File: src/rtl/pwm3_pkg.sv
package pwm3_pkg;

    localparam int CW  = 16;
    localparam int NPH = 3;
    localparam int NOUT = 2 * NPH;

    typedef logic [CW-1:0] cnt_t;
    typedef logic [CW+1:0] wid_t;

    typedef enum logic [2:0] {
        RA_PERIOD = 3'd0,
        RA_DUTY_A = 3'd1,
        RA_DUTY_B = 3'd2,
        RA_DUTY_C = 3'd3,
        RA_DEAD   = 3'd4,
        RA_MINW   = 3'd5,
        RA_CTRL   = 3'd6,
        RA_CHOP   = 3'd7
    } reg_addr_e;

    // control word bit positions
    localparam int CB_DOUBLE = 0;
    localparam int CB_EN_LO  = 1;
    localparam int CB_CHOP_H = 7;
    localparam int CB_CHOP_L = 8;
    localparam int CB_CLEAR  = 15;

    typedef struct packed {
        cnt_t             period;
        cnt_t             dead;
        cnt_t             minw;
        cnt_t [NPH-1:0]   duty;
    } timing_t;

    typedef struct packed {
        logic hi;
        logic lo;
    } gate_t;

    function automatic logic too_short(input wid_t width, input cnt_t minw);
        return width < {2'b00, minw};
    endfunction

endpackage

File: src/rtl/pwm3_timebase.sv
module pwm3_timebase
    import pwm3_pkg::*;
(
    input  logic clk,
    input  logic rst,
    input  cnt_t period,
    input  logic dbl,
    output cnt_t cnt,
    output cnt_t cnt_d,
    output logic reload,
    output logic sync
);

    logic       up;
    logic [1:0] sync_sr;

    // start of period or (double update) the turning point
    assign reload = (cnt == '0) | (dbl & up & (cnt >= period));
    assign sync   = sync_sr[1];

    always_ff @(posedge clk) begin
        if (rst) begin
            cnt     <= '0;
            cnt_d   <= '0;
            up      <= 1'b1;
            sync_sr <= '0;
        end else begin
            cnt_d   <= cnt;
            sync_sr <= {sync_sr[0], reload};
            if (up) begin
                if (cnt >= period) begin
                    if (cnt != '0) begin
                        cnt <= cnt - cnt_t'(1);
                        up  <= 1'b0;
                    end
                end else begin
                    cnt <= cnt + cnt_t'(1);
                end
            end else begin
                if (cnt == '0) begin
                    cnt <= cnt_t'(1);
                    up  <= 1'b1;
                end else begin
                    cnt <= cnt - cnt_t'(1);
                end
            end
        end
    end

endmodule

File: src/rtl/pwm3_leg.sv
module pwm3_leg
    import pwm3_pkg::*;
(
    input  logic  clk,
    input  logic  rst,
    input  cnt_t  cnt,
    input  cnt_t  period,
    input  cnt_t  duty,
    input  cnt_t  dead,
    input  cnt_t  minw,
    input  logic  en_hi,
    input  logic  en_lo,
    output gate_t act
);

    cnt_t          th_hi;
    logic [CW:0]   th_lo;
    logic [CW:0]   per_x;
    wid_t          w_hi;
    wid_t          w_lo;
    logic          hi_full, hi_none, lo_full, lo_none;
    logic          hi_raw, lo_raw;

    always_comb begin
        per_x   = {1'b0, period};
        th_hi   = (duty > dead) ? (duty - dead) : '0;
        th_lo   = {1'b0, duty} + {1'b0, dead};
        w_hi    = {1'b0, th_hi, 1'b0} - wid_t'(1);
        w_lo    = {per_x - th_lo, 1'b0} + wid_t'(1);
        hi_full = th_hi > period;
        hi_none = (th_hi == '0) || (!hi_full && too_short(w_hi, minw));
        lo_full = (th_lo == '0);
        lo_none = (th_lo > per_x) || (!lo_full && too_short(w_lo, minw));
        hi_raw  = !hi_none && (hi_full || (cnt < th_hi));
        lo_raw  = !lo_none && (lo_full || ({1'b0, cnt} >= th_lo));
    end

    always_ff @(posedge clk) begin
        if (rst) begin
            act <= '0;
        end else begin
            act.hi <= hi_raw & en_hi;
            act.lo <= lo_raw & en_lo;
        end
    end

endmodule

File: src/rtl/pwm3_outstage.sv
module pwm3_outstage
    import pwm3_pkg::*;
#(
    parameter int NSHUT = 2
)(
    input  logic             clk,
    input  logic             rst,
    input  logic [NOUT-1:0]  act,
    input  logic             chop_hi,
    input  logic             chop_lo,
    input  cnt_t             chop_div,
    input  logic             trip_in,
    input  logic [NSHUT-1:0] ext_shut,
    input  logic             clr,
    input  logic             pol_high,
    output logic [NOUT-1:0]  pins
);

    cnt_t chop_cnt;
    logic chop_q;
    logic latched;
    logic kill;

    always_ff @(posedge clk) begin
        if (rst) begin
            chop_cnt <= '0;
            chop_q   <= 1'b1;
        end else if (chop_cnt >= chop_div) begin
            chop_cnt <= '0;
            chop_q   <= ~chop_q;
        end else begin
            chop_cnt <= chop_cnt + cnt_t'(1);
        end
    end

    always_ff @(posedge clk or posedge trip_in) begin
        if (trip_in) begin
            latched <= 1'b1;
        end else if (rst) begin
            latched <= 1'b0;
        end else if (|ext_shut) begin
            latched <= 1'b1;
        end else if (clr) begin
            latched <= 1'b0;
        end
    end

    assign kill = trip_in | latched;

    for (genvar i = 0; i < NOUT; i++) begin : g_pin
        logic gate_ok;
        logic on;
        if (i % 2 == 0) begin : g_hi
            assign gate_ok = chop_hi ? chop_q : 1'b1;
        end else begin : g_lo
            assign gate_ok = chop_lo ? chop_q : 1'b1;
        end
        assign on      = act[i] & gate_ok & ~kill;
        assign pins[i] = pol_high ? on : ~on;
    end

endmodule

File: src/rtl/pwm3_gen.sv
module pwm3_gen
    import pwm3_pkg::*;
#(
    parameter int   NSHUT      = 2,
    parameter cnt_t RST_PERIOD = cnt_t'(100)
)(
    input  logic             clk,
    input  logic             rst,
    input  logic             wr_en,
    input  logic [2:0]       wr_addr,
    input  logic [CW-1:0]    wr_data,
    input  logic             pol_high,
    input  logic             trip_in,
    input  logic [NSHUT-1:0] ext_shut,
    output logic             ah,
    output logic             al,
    output logic             bh,
    output logic             bl,
    output logic             ch,
    output logic             cl,
    output logic             sync
);

    localparam timing_t TIMING_RST = '{period: RST_PERIOD, dead: '0, minw: '0, duty: '0};

    timing_t         shadow_q, act_q;
    logic            dbl_q, chop_hi_q, chop_lo_q, clr_q;
    logic [NOUT-1:0] en_q;
    cnt_t            chop_div_q;
    cnt_t            cnt_now, cnt_d, per_now;
    logic            reload;
    logic [NOUT-1:0] act_vec, pin_vec;

    assign per_now = act_q.period;

    always_ff @(posedge clk) begin
        if (rst) begin
            shadow_q   <= TIMING_RST;
            dbl_q      <= 1'b0;
            en_q       <= '0;
            chop_hi_q  <= 1'b0;
            chop_lo_q  <= 1'b0;
            chop_div_q <= '0;
            clr_q      <= 1'b0;
        end else begin
            clr_q <= 1'b0;
            if (wr_en) begin
                case (wr_addr)
                    RA_PERIOD: shadow_q.period  <= wr_data;
                    RA_DUTY_A: shadow_q.duty[0] <= wr_data;
                    RA_DUTY_B: shadow_q.duty[1] <= wr_data;
                    RA_DUTY_C: shadow_q.duty[2] <= wr_data;
                    RA_DEAD:   shadow_q.dead    <= wr_data;
                    RA_MINW:   shadow_q.minw    <= wr_data;
                    RA_CTRL: begin
                        dbl_q     <= wr_data[CB_DOUBLE];
                        en_q      <= wr_data[CB_EN_LO +: NOUT];
                        chop_hi_q <= wr_data[CB_CHOP_H];
                        chop_lo_q <= wr_data[CB_CHOP_L];
                        clr_q     <= wr_data[CB_CLEAR];
                    end
                    default:   chop_div_q <= wr_data;
                endcase
            end
        end
    end

    always_ff @(posedge clk) begin
        if (rst) begin
            act_q <= TIMING_RST;
        end else if (reload) begin
            act_q <= shadow_q;
        end
    end

    pwm3_timebase u_tb (
        .clk    (clk),
        .rst    (rst),
        .period (act_q.period),
        .dbl    (dbl_q),
        .cnt    (cnt_now),
        .cnt_d  (cnt_d),
        .reload (reload),
        .sync   (sync)
    );

    for (genvar p = 0; p < NPH; p++) begin : g_leg
        gate_t g;
        pwm3_leg u_leg (
            .clk    (clk),
            .rst    (rst),
            .cnt    (cnt_d),
            .period (act_q.period),
            .duty   (act_q.duty[p]),
            .dead   (act_q.dead),
            .minw   (act_q.minw),
            .en_hi  (en_q[2*p]),
            .en_lo  (en_q[2*p+1]),
            .act    (g)
        );
        assign act_vec[2*p]   = g.hi;
        assign act_vec[2*p+1] = g.lo;
    end

    pwm3_outstage #(.NSHUT(NSHUT)) u_out (
        .clk      (clk),
        .rst      (rst),
        .act      (act_vec),
        .chop_hi  (chop_hi_q),
        .chop_lo  (chop_lo_q),
        .chop_div (chop_div_q),
        .trip_in  (trip_in),
        .ext_shut (ext_shut),
        .clr      (clr_q),
        .pol_high (pol_high),
        .pins     (pin_vec)
    );

    assign ah = pin_vec[0];
    assign al = pin_vec[1];
    assign bh = pin_vec[2];
    assign bl = pin_vec[3];
    assign ch = pin_vec[4];
    assign cl = pin_vec[5];

endmodule

File: config.mk
export PLATFORM = sky130hd
export DESIGN_NAME = pwm3_gen
export DESIGN_NICKNAME = d
export VERILOG_FILES = /design/src/rtl/pwm3_pkg.sv /design/src/rtl/pwm3_timebase.sv /design/src/rtl/pwm3_leg.sv /design/src/rtl/pwm3_outstage.sv /design/src/rtl/pwm3_gen.sv
export SDC_FILE = /design/constraint.sdc
export NUM_CORES = 1
export LEC_CHECK = 0
export ABC_AREA = 0
export BUFFER_PORTS_ARGS = -buffer_cell sky130_fd_sc_hd__clkbuf_2
export CAP_MARGIN = 5
export CORE_AREA = 2 2 319 163
export CTS_CLUSTER_SIZE = 24
export DETAILED_ROUTE_END_ITERATION = 12
export DIE_AREA = 0 0 321 165
export HOLD_SLACK_MARGIN = 0.06
export PLACE_DENSITY = 0.76
export SLEW_MARGIN = 20
export SYNTH_ARGS = -nofsm -noshare
export SYNTH_HDL_FRONTEND = slang
export SYNTH_SLANG_ARGS = --single-unit
File: constraint.sdc
create_clock -name clk -period 13.1 [get_ports clk]
set_input_delay 2.62 -clock clk [delete_from_list [all_inputs] [get_ports clk]]
set_output_delay 2.62 -clock clk [all_outputs]
set_load 0.01 [all_outputs]
==> qor.csv <==
stage,metric,value,unit
timing,Layout Skew,0.0184,ns
global_routing,GRT Residual Overflow,0,
pwr,Static Leak,0.0112,uW
floorplan,die area,53000,sq um
global_routing,largest net degree at the start of global routing,130,
clocking,clock root cell,clkbuf_16,
drt,vias,23500,
timing,unrepaired setup endpoints after global routing,false,
critical_path,Worst R2R Start,act_q[65],
floorplan,core box area,49900,sq um
synth,Yosys reg bits,275,
global_routing,met3 usage in global routing,0.0596,
final_layout,ant diodes,0,
global_routing,GRT Total Usage,0.300,
critical_path,"Max FO, Critical Path",3,
synth,"EDFF count, synth",0,
global_routing,number of global-route vias before repair,21300,
global_routing,global-route wire length before repair,123000,um
clocking,Max clock buf depth,3,
global_routing,antenna violations before repair,0,
synth,Synth area leaders,"dfxtp_1 (22%), ha_1 (21%), nand2_1 (8.8%)",
pwr,VDD IR-drop max,0.000120,V
timing,setup violators final,0,
final_layout,Reg area,5510,sq um
drt,post-route antenna net violation count,0,
drt,vias per cell,6.18,
timing,period utilization,0.476,
synth,"Seq/Total Area, Yosys",0.226,
placement,RD Place Congestion,1.04,
timing,max-slew violation count,0,
synth,Mapped Area,24400,sq um
floorplan,Rows,58,
timing,Slew @ Worst Pin,1.12,ns
clocking,CTS Buf Count,28,
pwr,overall power,4000,uW
timing,min cycle time layout,6.23,ns
drt,1st-pass router iterations,6,
final_layout,layout net count,3567,
synth,Synth async-reset ratio,0.00364,
flow_run,# Max-Cap Violations,0,
placement,port bufs,32,
critical_path,crit path from,trip_in,
synth,Syn Inst Count,3179,
placement,placed insts,3751,
placement,hpwl dp,64400,um
drt,drt total wl,82000,um
timing,sum of negative setup slack,0,ns
synth,Post-synth top cells,"nand2_1 (574), ha_1 (411), a21oi_1 (362)",
clocking,TritonCTS clock tree,built,
critical_path,WS Path Type,input pin to output pin,
final_layout,Layout Cells excl Fill,3801,
final_layout,Fill cells,4813,
drt,DRC,0,
placement,Post-Place Worst Slack,6.85,ns
clocking,Post-CTS Setup Inserts,0,
worst_hold_path,hold path startpoint,shadow_q[33],
synth,Yosys top cell area share,0.225,
synth,ys flop type,dfxtp_1,
clocking,worst-skew pair later-pin latency,0.60,ns
synth,syn nets,3625,
floorplan,Ports,33,
synth,top-count cell post-synth,nand2_1,
critical_path,crit path DAT,3.61,ns
critical_path,crit end category,output pin,
global_routing,met2 usage,0.460,
global_routing,global routing usage on met1,0.415,
clocking,Clock Pin Slew Worst Setup and Hold Paths,0.07,ns
clocking,CTS sink cnt,275,
synth,Yosys top cell by area,dfxtp_1,
synth,Ys Warns,0,
floorplan,die extent in x,321,um
run_status,status,"complete, no violations",
clocking,# resized after CTS,0,
floorplan,die height,165,um
timing,final-report hold violation count,0,
worst_hold_path,Hold WC Path Type,flip-flop to flip-flop,
clocking,CTS HTree Levels,1,
critical_path,Required @ worst endpoint,10.48,ns
pwr,Pwr Density,155,nW/um^2
final_layout,area grow syn2layout,6.05,%
floorplan,starting density of the core,0.489,
timing,relative slew slack,0.257,
final_layout,area occupied by multi-input gates,17600,sq um
timing,FMAX,0.160,GHz
drt,WL/cell,21.6,um
clocking,# hold bufs at CTS,0,
timing,Setup WS post-layout,6.87,ns
global_routing,GRT Max-Usage Layer,met2,
synth,Syn Area/Cell,7.68,sq um
final_layout,share of layout cells above drive strength 1,0.0532,
drt,initial drt markers,2532,
synth,synth unique cells,106,
critical_path,Setup crit start kind,input pin,
[cell type report]
type / instances / share of cell area
clock inverters: 18 / 0.00706
inverters: 191 / 0.0277
well taps: 660 / 0.0319
multi-input cells: 2581 / 0.682
clock buffers: 32 / 0.0284
flip-flops and latches: 275 / 0.213
repair buffers: 44 / 0.0100
[logic make-up (layout without fill, tap and decap cells)]
group	Yosys count	count (layout)	synth area share
buf+inv	323	285	0.0523
compound gates	832	832	0.222
xor+xnor	138	138	0.0495
mux	11	11	0.00508
simple gates	1180	1180	0.227
fa+ha+maj	420	420	0.218
flops	275	275	0.226
[flip-flops by register name, summed over array words and instances, names as in the netlist]
signal	flops
chop_lo_q	1
chop_div_q	16
clr_q	1
chop_hi_q	1
u_tb.cnt	16
g_leg.u_leg.act	6
u_tb.sync_sr	2
u_tb.up	1
u_out.chop_cnt	16
u_out.chop_q	1
u_tb.cnt_d	16
per_now	16
shadow_q	95
dbl_q	1
u_out.latched	1
en_q	6
act_q	79
[cell usage in the layout, fill, tap and decap left out, drive strengths merged, types with 37 or more instances in the layout]
| cell type | n |
|---|---|
| a21o | 91 |
| a21oi | 367 |
| clkbuf | 64 |
| dfxtp | 274 |
| ha | 411 |
| inv | 196 |
| nand2 | 574 |
| nand2b | 38 |
| nand3 | 58 |
| nand4 | 59 |
| nor2 | 163 |
| nor2b | 59 |
| nor3 | 77 |
| nor4 | 37 |
| o21a | 44 |
| o21ai | 99 |
| xnor2 | 105 |
[worst max-delay path, cell delays in order]
cell and delay [ns]:
clkbuf_2 0.15, a211oi_1 0.41, nand2_1 0.14, xor2_1 0.14, clkbuf_2 0.14
[per-stage QoR]
stage / util / hold WS (ns) / instance area (sq um)
after CTS: 0.518 / 0.449 / 25900
after global routing: 0.518 / 0.456 / 25900
after detailed placement: 0.500 / 0.433 / 25000
after floorplan: - / 0.414 / 24400
after global placement: 0.500 / 0.424 / 25000
final: 0.518 / 0.448 / 25900
[path summary, 6_finish.rpt]
| path | to | slack (ns) | cells after the start |
|---|---|---|---|
| min reg2reg | act_q[33] | 0.45 | 2 |
| min | act_q[33] | 0.45 | 2 |
| max | bl | 6.87 | 5 |
| max reg2reg | g_leg[0].u_leg.act[0] | 7.25 | 22 |
| min in group asynchronous | u_out.latched | 2.10 | 2 |
| max in group asynchronous | u_out.latched | 10.98 | 2 |
[power breakdown]
group          switching, uW  total (uW)  internal [uW]
combinational           1370        2190            822
sequential               104         993            889
clock                    384         817            433
[layer usage]
metal	vias to the layer above	routed length, um	share of wire
met5	-	0	0
met4	0	3260	0.040
met3	177	8960	0.11
met2	1090	34100	0.42
met1	11100	35700	0.43
li1	11100	-	-
Power figures use the tool's default switching activity.
